[src/rtl/sipo_pkg.sv]
package sipo_pkg;
    parameter int unsigned DEF_CHANNELS    = 8;
    parameter int unsigned DEF_SYNC_STAGES = 2;
endpackage

[src/rtl/sipo_sync.sv]
module sipo_sync #(
    parameter int unsigned STAGES = sipo_pkg::DEF_SYNC_STAGES
) (
    input  logic clk,
    input  logic rst_n,
    input  logic async_in,
    output logic level
);
    logic [STAGES-1:0] pipe_d, pipe_q;

    generate
        if (STAGES == 1) begin : g_one
            always_comb pipe_d = async_in;
        end else begin : g_many
            always_comb pipe_d = {pipe_q[STAGES-2:0], async_in};
        end
    endgenerate

    always_ff @(posedge clk or negedge rst_n) begin
        if (!rst_n) pipe_q <= '0;
        else        pipe_q <= pipe_d;
    end

    assign level = pipe_q[STAGES-1];
endmodule

[src/rtl/sipo_shift_chain.sv]
module sipo_shift_chain #(
    parameter int unsigned CHANNELS = sipo_pkg::DEF_CHANNELS
) (
    input  logic                clk,
    input  logic                rst_n,
    input  logic                sclk_lvl,
    input  logic                din,
    input  logic                clr,
    output logic [CHANNELS-1:0] bits
);
    typedef struct packed {
        logic [CHANNELS-1:0] bits;
        logic                sclk_prev;
    } chain_t;

    chain_t st_d, st_q;
    logic   step;

    always_comb begin
        st_d           = st_q;
        step           = sclk_lvl & ~st_q.sclk_prev;
        st_d.sclk_prev = sclk_lvl;
        if (step) begin
            st_d.bits = {st_q.bits[CHANNELS-2:0], din & ~clr};
        end
    end

    always_ff @(posedge clk or negedge rst_n) begin
        if (!rst_n) st_q <= '0;
        else        st_q <= st_d;
    end

    assign bits = st_q.bits;


    hold_without_edge_chk: assert property (@(posedge clk) disable iff (!rst_n)
        !(sclk_lvl && !st_q.sclk_prev) |=> $stable(st_q.bits));

    entry_takes_data_chk: assert property (@(posedge clk) disable iff (!rst_n)
        (sclk_lvl && !st_q.sclk_prev && !clr) |=> (st_q.bits[0] == $past(din)));

    clear_enters_zero_chk: assert property (@(posedge clk) disable iff (!rst_n)
        (sclk_lvl && !st_q.sclk_prev && clr) |=> (st_q.bits[0] == 1'b0));
endmodule

[src/rtl/sipo_out_latch.sv]
module sipo_out_latch #(
    parameter int unsigned CHANNELS = sipo_pkg::DEF_CHANNELS
) (
    input  logic                clk,
    input  logic                rst_n,
    input  logic                open,
    input  logic [CHANNELS-1:0] src,
    output logic [CHANNELS-1:0] held
);
    logic [CHANNELS-1:0] held_d, held_q;

    always_comb begin
        held_d = held_q;
        if (open) held_d = src;
    end

    always_ff @(posedge clk or negedge rst_n) begin
        if (!rst_n) held_q <= '0;
        else        held_q <= held_d;
    end

    assign held = held_q;


    closed_hold_chk: assert property (@(posedge clk) disable iff (!rst_n)
        !open |=> $stable(held_q));

    open_follow_chk: assert property (@(posedge clk) disable iff (!rst_n)
        open |=> (held_q == $past(src)));
endmodule

[src/rtl/sipo_sink_driver.sv]
module sipo_sink_driver #(
    parameter int unsigned CHANNELS    = sipo_pkg::DEF_CHANNELS,
    parameter int unsigned SYNC_STAGES = sipo_pkg::DEF_SYNC_STAGES
) (
    input  logic                clk,
    input  logic                rst_n,
    input  logic                ser_in,
    input  logic                sh_clk,
    input  logic                clr,
    input  logic                stb,
    input  logic                out_dis,
    input  logic                uv,
    input  logic [CHANNELS-1:0] fault_mask,
    output logic                ser_out,
    output logic [CHANNELS-1:0] sink_en_n
);
    localparam int unsigned LAST = CHANNELS - 1;

    logic                sclk_lvl, stb_lvl, kill_all;
    logic [CHANNELS-1:0] chain_bits, latch_bits, sink_on;

    sipo_sync #(.STAGES(SYNC_STAGES)) u_sclk_sync (
        .clk(clk), .rst_n(rst_n), .async_in(sh_clk), .level(sclk_lvl)
    );

    sipo_sync #(.STAGES(SYNC_STAGES)) u_stb_sync (
        .clk(clk), .rst_n(rst_n), .async_in(stb), .level(stb_lvl)
    );

    sipo_shift_chain #(.CHANNELS(CHANNELS)) u_chain (
        .clk(clk), .rst_n(rst_n), .sclk_lvl(sclk_lvl),
        .din(ser_in), .clr(clr), .bits(chain_bits)
    );

    sipo_out_latch #(.CHANNELS(CHANNELS)) u_latch (
        .clk(clk), .rst_n(rst_n), .open(stb_lvl),
        .src(chain_bits), .held(latch_bits)
    );

    always_comb begin
        kill_all = out_dis | uv;
        sink_on  = latch_bits & ~fault_mask & {CHANNELS{~kill_all}};
    end

    assign sink_en_n = ~sink_on;
    assign ser_out   = chain_bits[LAST];


    disable_all_off_chk: assert property (@(posedge clk) disable iff (!rst_n)
        out_dis |-> (sink_en_n == {CHANNELS{1'b1}}));

    uv_all_off_chk: assert property (@(posedge clk) disable iff (!rst_n)
        uv |-> (sink_en_n == {CHANNELS{1'b1}}));

    masked_channel_off_chk: assert property (@(posedge clk) disable iff (!rst_n)
        ((~sink_en_n & fault_mask) == '0));
endmodule

[config.mk]
export PLATFORM = sky130hd
export DESIGN_NAME = sipo_sink_driver
export DESIGN_NICKNAME = d
export VERILOG_FILES = /design/src/rtl/sipo_pkg.sv /design/src/rtl/sipo_sync.sv /design/src/rtl/sipo_shift_chain.sv /design/src/rtl/sipo_out_latch.sv /design/src/rtl/sipo_sink_driver.sv
export SDC_FILE = /design/constraint.sdc
export NUM_CORES = 1
export LEC_CHECK = 0
export BUFFER_PORTS_ARGS = -buffer_cell sky130_fd_sc_hd__buf_2
export CAP_MARGIN = 20
export CORE_UTILIZATION = 50
export CTS_CLUSTER_DIAMETER = 150
export DETAILED_ROUTE_END_ITERATION = 16
export PLACE_DENSITY = 0.81
export SLEW_MARGIN = 25
export SYNTH_ARGS = -nofsm -noshare
export SYNTH_HDL_FRONTEND = slang
export SYNTH_HIERARCHICAL = 1
export SYNTH_SLANG_ARGS = --single-unit
[constraint.sdc]
create_clock -name clk -period 1.4 [get_ports clk]
set_input_delay 0.28 -clock clk [delete_from_list [all_inputs] [get_ports clk]]
set_output_delay 0.28 -clock clk [all_outputs]
set_load 0.05 [all_outputs]
# Word level (Yosys, flattened, before mapping)
# Cells that the tools add are included.
[classes]
bitwise_logic = 10
[ops]
columns = ["cell", "count"]
rows = [
  ["$and 8x8->8", 2],
  ["$not 8->8", 2],
  ["$not 1->1", 3],
  ["$and 1x1->1", 2],
  ["$or 1x1->1", 1],
]
[totals]
regBits = 21
output_inout_bits = 9
word_cells = 15

# Depth between registers and ports, before layout
# Gate-level depths: netlist of run 1.
[depth]
word_depth = 4
mapped_depth = 3

# Cells and area by module
# The synthesis of run 1 kept the hierarchy.
[modules_own_cells]
columns = ["mod", "instances", "cells_each", "area_each_um2"]
rows = [
  ["sipo_shift_chain", 1, 28, 436.7],
  ["sipo_out_latch", 1, 17, 331.6],
  ["sipo_sync", 2, 2, 50.0],
  ["sipo_sink_driver", 1, 8, 80.1],
]

# Least setup slack after synthesis of run 1
# Ideal clock, no wire load.
[synth_path]
path_type = "in2out"
startpoint = "input port fault_mask[0]"
endpoint = "output port sink_en_n[0]"
arrival_ps = 1053
required_ps = 1120
slack_ps = 67
path_stages = 1
path_cell_list = "or4b_1"
[synth_between]
elab_chain_len = 4
[synth_lines]
columns = ["item", "line_no", "rtl"]
rows = [
  ["start: declaration", "sipo_sink_driver.sv:13", "input logic [CHANNELS-1:0] fault_mask,"],
  ["$not 8->8", "sipo_sink_driver.sv:42", "sink_on = latch_bits & ~fault_mask & {CHANNELS{~kill_all}};"],
  ["$and 8x8->8 (2 in a row)", "sipo_sink_driver.sv:42", ""],
  ["$not 8->8", "sipo_sink_driver.sv:45", "assign sink_en_n = ~sink_on;"],
  ["end: declaration", "sipo_sink_driver.sv:15", "output logic [CHANNELS-1:0] sink_en_n"],
]
# Every way passes these cells.

# Final worst setup path of run 1
[layout_path]
startpoint = "register u_latch.held_q[5] (netlist: u_latch/held[5])"
endpoint = "output port sink_en_n[5]"
[layout_between]
elab_chain_len = 3
[layout_lines]
columns = ["item", "line_no", "rtl"]
rows = [
  ["start: declaration", "sipo_out_latch.sv:10", "logic [CHANNELS-1:0] held_d, held_q;"],
  ["start signal: assignment", "sipo_out_latch.sv:19", "else held_q <= held_d;"],
  ["$and 8x8->8 (2 in a row)", "sipo_sink_driver.sv:42", ""],
  ["$not 8->8", "sipo_sink_driver.sv:45", ""],
]
# Every way passes these cells.

==> impl_metrics.env, run 1 <==
export IMPL_synth_net_count=73
export IMPL_fin_crit_sh=1.125
export IMPL_globalRouteTotalUtil=0.1558
export IMPL_port_buffers=24
export IMPL_crit_path_max_incr_delay_ps=470
export IMPL_crit_path_end_kind="output pin"
export IMPL_cp_required_ps=1120
export IMPL_instances_no_fill=111
export IMPL_htreeDepth=1
export IMPL_dp_slack_ps=-16.33
export IMPL_ys_ff_latch=21
export IMPL_startpoint="u_latch/held[5]$_DFFE_PN0P_"
export IMPL_p_per_area_nw_per_um2=1497
export IMPL_failed_checks="setup timing"
export IMPL_wire_per_inst_um=12.78
export IMPL_syn_cell_area_um2=948.4
export IMPL_drc=0
export IMPL_skew_ps=5.651
export IMPL_final_max_slew_viol_count=0
export IMPL_cts_tree="built"
export IMPL_finalHoldViolations=0
export IMPL_path_max_fanout=2
export IMPL_grt_max_degree=22
export IMPL_rows=15
export IMPL_status="finished with violations"
export IMPL_fp_dieW_um=45.55
export IMPL_grt_ovfl_total=0
export IMPL_dp_cells=96
export IMPL_ys_warn_count=6
export IMPL_power_total_uw=1800
export IMPL_avgSynthCellArea_um2=16.64
export IMPL_wirelength_um=1419
export IMPL_fill_cells=120
export IMPL_synth_cell_types=7
export IMPL_crit_arrival_ps=1290
export IMPL_area_delta_synth_final_pct=26.78
export IMPL_cts_buffers=3
export IMPL_finalCriticalPeriod_ps=1575
export IMPL_nets=103
export IMPL_fin_ws_ps=-174.9
export IMPL_setup_viol=8
export IMPL_path_clk_slew_ps=110
export IMPL_rsz0062_at_grt="true"
export IMPL_via_per_inst=4.856
export IMPL_final_cell_mix="21 x dfrtp_1, 16 x buf_2, 16 x mux2_4"
export IMPL_hpwl_um=914.4
export IMPL_place_congestion=0.6503
export IMPL_cp_start_kind="flip-flop"
export IMPL_cts_sinks=21
export IMPL_maxCapViolCount=0
export IMPL_drt_iter0_markers=3
export IMPL_final_common_cell="dfrtp_1"
export IMPL_cp_slowest_cell="or4b_4"
export IMPL_grt_pass1_wl_um=2152
export IMPL_relSlewSlack=0.7085
export IMPL_cts_root_buf="clkbuf_4"
export IMPL_initial_utilization=0.5434
export IMPL_dieArea_um2=2075
export IMPL_tightest_slew_ps=437.2
export IMPL_core_um2=1745
export IMPL_peakVddDrop_v=0.0009255
export IMPL_ant_nets=0
export IMPL_hold_class="in -> reg"
export IMPL_die_y_um=45.55
export IMPL_worst_setup_path_type="reg -> out"
export IMPL_diodes=0
export IMPL_io_pins=25
export IMPL_vias=539
export IMPL_dr_pass1_iters=2
export IMPL_first_global_vias=494
export IMPL_fmax_mhz=635.0
export IMPL_worstHoldStart="stb"
export IMPL_synthCells=57
export IMPL_cts_path_max_buffers=2
export IMPL_drive_above_1_share=0.7093
export IMPL_leakage_uw=0.0006051
export IMPL_ys_seq_area_frac=0.5541
export IMPL_antenna_found_initial=0
export IMPL_crit_chain="or4b_4 > buf_6"
export IMPL_r2r_start="u_chain/st_q[0]$_DFF_PN0_"
export IMPL_worstSkewPairLatency_ps=290
-- worst max-delay path, delay by kind of cell, from the launching register on --
kind	cells	cell delay (ps)
DFF	1	370
buffers and inverters	1	170
and+or+nand+nor	1	470
-- power by group --
part | switching (uW) | internal [uW] | total, uW
registers | 113 | 772 | 884
logic | 218 | 421 | 639
clock network | 171 | 106 | 277
total | 501 | 1300 | 1800
-- final cells by class --
class	count	area, um^2	area share
Sequential cell	21	525.5	0.4370
Multi-Input combinational cell	26	362.8	0.3018
Timing Repair Buffer	35	255.2	0.2123
Tap cell	25	31.28	0.02601
Clock buffer	3	22.52	0.01873
Clock inverter	1	5.005	0.004162
-- cells by family after synthesis --
logic type             after synthesis  share of synthesized area
DFF                                 21                     0.5541
muxes                               16                     0.2533
and+or+nand+nor                     10                     0.1055
buffers and inverters               10                    0.08707
-- flip-flops by register name, indices dropped and copies added (netlist names) --
signal              flops
u_chain/bits            8
u_latch/held            8
u_sclk_sync/pipe_q      2
u_stb_sync/pipe_q       2
u_chain/st_q            1
-- layer usage --
metal	share of wire	up-vias	GRT usage
met2	0.48	24	0.2543
met4	0.0063	0	0.09091
met1	0.45	258	0.1873
met5	0	-	0
met3	0.056	2	0.03571
li1	-	255	-
-- synth_stat cells --
library cell | n | area share
mux2_4 | 16 | 0.25
buf_6 | 2 | 0.024
dfrtp_1 | 21 | 0.55
nor2b_4 | 1 | 0.015
buf_4 | 8 | 0.063
nor2b_1 | 1 | 0.0066
or4b_1 | 8 | 0.084
-- stage by stage --
| step | TNS (ps) | instance area, um^2 | util | hold slack [ps] |
|---|---|---|---|---|
| after floorplan | 0 | 948.4 | - | -15.59 |
| after global placement | 0 | 1017 | 0.5828 | 242.0 |
| after detailed placement | -53.33 | 1017 | 0.5828 | 252.5 |
| after CTS | -1292 | 1176 | 0.6738 | 70.31 |
| after global routing | -1705 | 1202 | 0.6889 | 50.88 |
| final | -1267 | 1202 | 0.6889 | 79.99 |
-- worst paths after layout --
check / cells after the start / endpoint / slack (ps)
worst max-delay path: 2 / sink_en_n[5] / -170
worst min-delay path: 1 / u_stb_sync/pipe_q[0]$_DFF_PN0_ / 80
worst max register to register: 2 / u_chain/bits[1]$_DFFE_PN0P_ / 250
worst min register to register: 0 / u_sclk_sync/pipe_q[1]$_DFF_PN0_ / 370
max in group asynchronous: 2 / u_latch/held[3]$_DFFE_PN0P_ / 660
min in group asynchronous: 2 / u_chain/st_q[0]$_DFF_PN0_ / 440
-- what timing repair did --
action / CTS / global route
resized for setup: 19 / 3
buffers inserted: 8 / 2
endpoints found under the hold margin: 21 / 0
setup endpoints to repair: 8 / 8
hold buffers: 1 / 0
Note: power is estimated with default switching activity, not from simulation.
==> run 2: changes to the inputs <==
--- a/config.mk
+++ b/config.mk
@@ -7,10 +7,10 @@
 export LEC_CHECK = 0
 export BUFFER_PORTS_ARGS = -buffer_cell sky130_fd_sc_hd__buf_2
 export CAP_MARGIN = 20
-export CORE_UTILIZATION = 50
+export CORE_UTILIZATION = 39
 export CTS_CLUSTER_DIAMETER = 150
 export DETAILED_ROUTE_END_ITERATION = 16
-export PLACE_DENSITY = 0.81
+export PLACE_DENSITY = 0.67
 export SLEW_MARGIN = 25
 export SYNTH_ARGS = -nofsm -noshare
 export SYNTH_HDL_FRONTEND = slang
==> run 2 against run 1 <==
  * The flow still finishes with violations (setup timing)
  * Die area is 27% higher
  * Critical endpoint unchanged
  * Via count decreased by 2.0%
  * Clock power decreased by 2%
  * Worst hold slack gained 7.7 ps
  * Cell count rose by 0.90%
  * Count of clock-buffer cells in the layout increased by 1
  * Design area fell by 0.73%
  * Maximum frequency rose by 1.2%
  * Highest routed layer unchanged
  * Global-route usage shrank 3.3 points
  * Non-clock buffer count fell by 2
==> impl_metrics.env, run 2 (synthesized netlist as in run 1, its figures left out) <==
export IMPL_final_max_slew_viol_count=0
export IMPL_cts_buffers=3
export IMPL_finalHoldViolations=0
export IMPL_drive_above_1_share=0.7024
export IMPL_area_delta_synth_final_pct=25.86
export IMPL_cp_required_ps=1120
export IMPL_final_area_um2=1194
export IMPL_via_per_inst=4.714
export IMPL_globalRouteTotalUtil=0.1229
export IMPL_io_pins=25
export IMPL_min_path_cells=1
export IMPL_finalCriticalPeriod_ps=1556
export IMPL_final_common_cell="dfrtp_1"
export IMPL_reg2regPathDepth=2
export IMPL_vias=528
export IMPL_crit_path_end_kind="output pin"
export IMPL_final_cell_mix="21 x dfrtp_1, 16 x buf_2, 16 x mux2_4"
export IMPL_crit_chain="or4b_4 > buf_6"
export IMPL_cp_num_cells=2
export IMPL_grt_pass1_wl_um=2297
export IMPL_cts_path_max_buffers=2
export IMPL_crit_path_max_incr_delay_ps=460
export IMPL_tightest_slew_ps=465.1
export IMPL_status="finished with violations"
export IMPL_fill_cells=196
export IMPL_fin_ws_ps=-156.1
export IMPL_initial_utilization=0.4206
export IMPL_worstSkewPairLatency_ps=290
export IMPL_wire_per_inst_um=11.92
export IMPL_path_max_fanout=2
export IMPL_grt_max_degree=22
export IMPL_rows=17
export IMPL_dr_pass1_iters=2
export IMPL_fmax_mhz=642.6
export IMPL_critPathTopFamily="simple AND/OR/NAND/NOR gates"
export IMPL_fin_crit_sh=1.112
export IMPL_setup_viol=8
export IMPL_port_buffers=24
export IMPL_path_clk_slew_ps=100
export IMPL_cp_start_kind="flip-flop"
export IMPL_path_buf_inv=1
export IMPL_cts_root_buf="clkbuf_4"
export IMPL_maxCapViolCount=0
export IMPL_relSlewSlack=0.6899
export IMPL_peakVddDrop_v=0.0007495
export IMPL_grt_ovfl_total=0
export IMPL_die_y_um=51.32
export IMPL_drt_iter0_markers=5
export IMPL_seqCellArea_um2=525.5
export IMPL_p_per_area_nw_per_um2=1462
export IMPL_hold_class="in -> reg"
export IMPL_fp_dieW_um=51.32
export IMPL_worst_setup_path_type="reg -> out"
export IMPL_place_congestion=0.6839
export IMPL_placed_area_um2=1021
export IMPL_antenna_found_initial=0
export IMPL_leakage_uw=0.0005937
export IMPL_htreeDepth=1
export IMPL_skew_ps=1.798
export IMPL_crit_arrival_ps=1280
export IMPL_cp_slowest_cell="or4b_4"
export IMPL_wirelength_um=1335
export IMPL_nets=101
export IMPL_failed_checks="setup timing"
export IMPL_diodes=0
export IMPL_ant_nets=0
export IMPL_first_global_vias=531
export IMPL_drc=0
export IMPL_cts_tree="built"
export IMPL_cts_sinks=21
export IMPL_rsz0062_at_grt="true"
export IMPL_finish_utilization=0.5294
export IMPL_core_um2=2255
export IMPL_dieArea_um2=2633
export IMPL_multi_input_area_um2=366.6
-- run 2: changes by cell type in the layout (fill, tap and decap cells not counted) --
cell	delta
buf_4	-2
or4b_4	+1
clkbuf_1	+1
clkinv_2	-1
or4b_1	-1
-- run 2: metrics by stage --
stage / instances / total power (uW) / hold slack, ps / setup TNS (ps) / setup WS [ps]
after floorplan: 57 / 1337 / -15.59 / 0 / 66.66
after global placement: 99 / 1322 / 246.4 / 0 / 3.161
after detailed placement: 99 / 1340 / 253.7 / -83.24 / -26.77
after CTS: 112 / 1756 / 80.88 / -1223 / -164.2
after global routing: 112 / 1856 / 60.53 / -1610 / -224.5
final: 112 / 1745 / 87.69 / -1162 / -156.1
-- run 2: where the power goes --
group          internal [uW]  switching [uW]
clock                    111             161
combinational            393             202
sequential               772             106
-- run 2: final cells by class --
class | instances | share of cell area
Timing Repair Buffer | 33 | 0.2013
Tap cell | 28 | 0.02935
Multi-Input combinational cell | 26 | 0.3071
Clock buffer | 4 | 0.02201
Sequential cell | 21 | 0.4403
-- run 2: per-layer routing --
metal | GRT usage | routed length [um]
met5 | 0 | 0
met4 | 0.06757 | 20
met3 | 0.02679 | 90
met2 | 0.1974 | 605
met1 | 0.1530 | 619
-- run 2: path summary, 6_finish.rpt --
kind                                                 start                               to  slack [ps]
min                                                    stb   u_stb_sync/pipe_q[0]$_DFF_PN0_          90
min in group asynchronous                            rst_n  u_sclk_sync/pipe_q[0]$_DFF_PN0_         460
min reg2reg                u_sclk_sync/pipe_q[0]$_DFF_PN0_  u_sclk_sync/pipe_q[1]$_DFF_PN0_         360
max in group asynchronous                            rst_n      u_latch/held[0]$_DFFE_PN0P_         630
max                            u_latch/held[5]$_DFFE_PN0P_                     sink_en_n[5]        -160
max reg2reg                      u_chain/st_q[0]$_DFF_PN0_      u_chain/bits[5]$_DFFE_PN0P_         240
-- run 2: what timing repair did --
action,CTS,global route
hold buffers,1,0
endpoints found under the setup margin,8,8
pin swaps,0,0
gates resized for setup,20,3
endpoints found under the hold margin,21,0
setup buffers,8,0
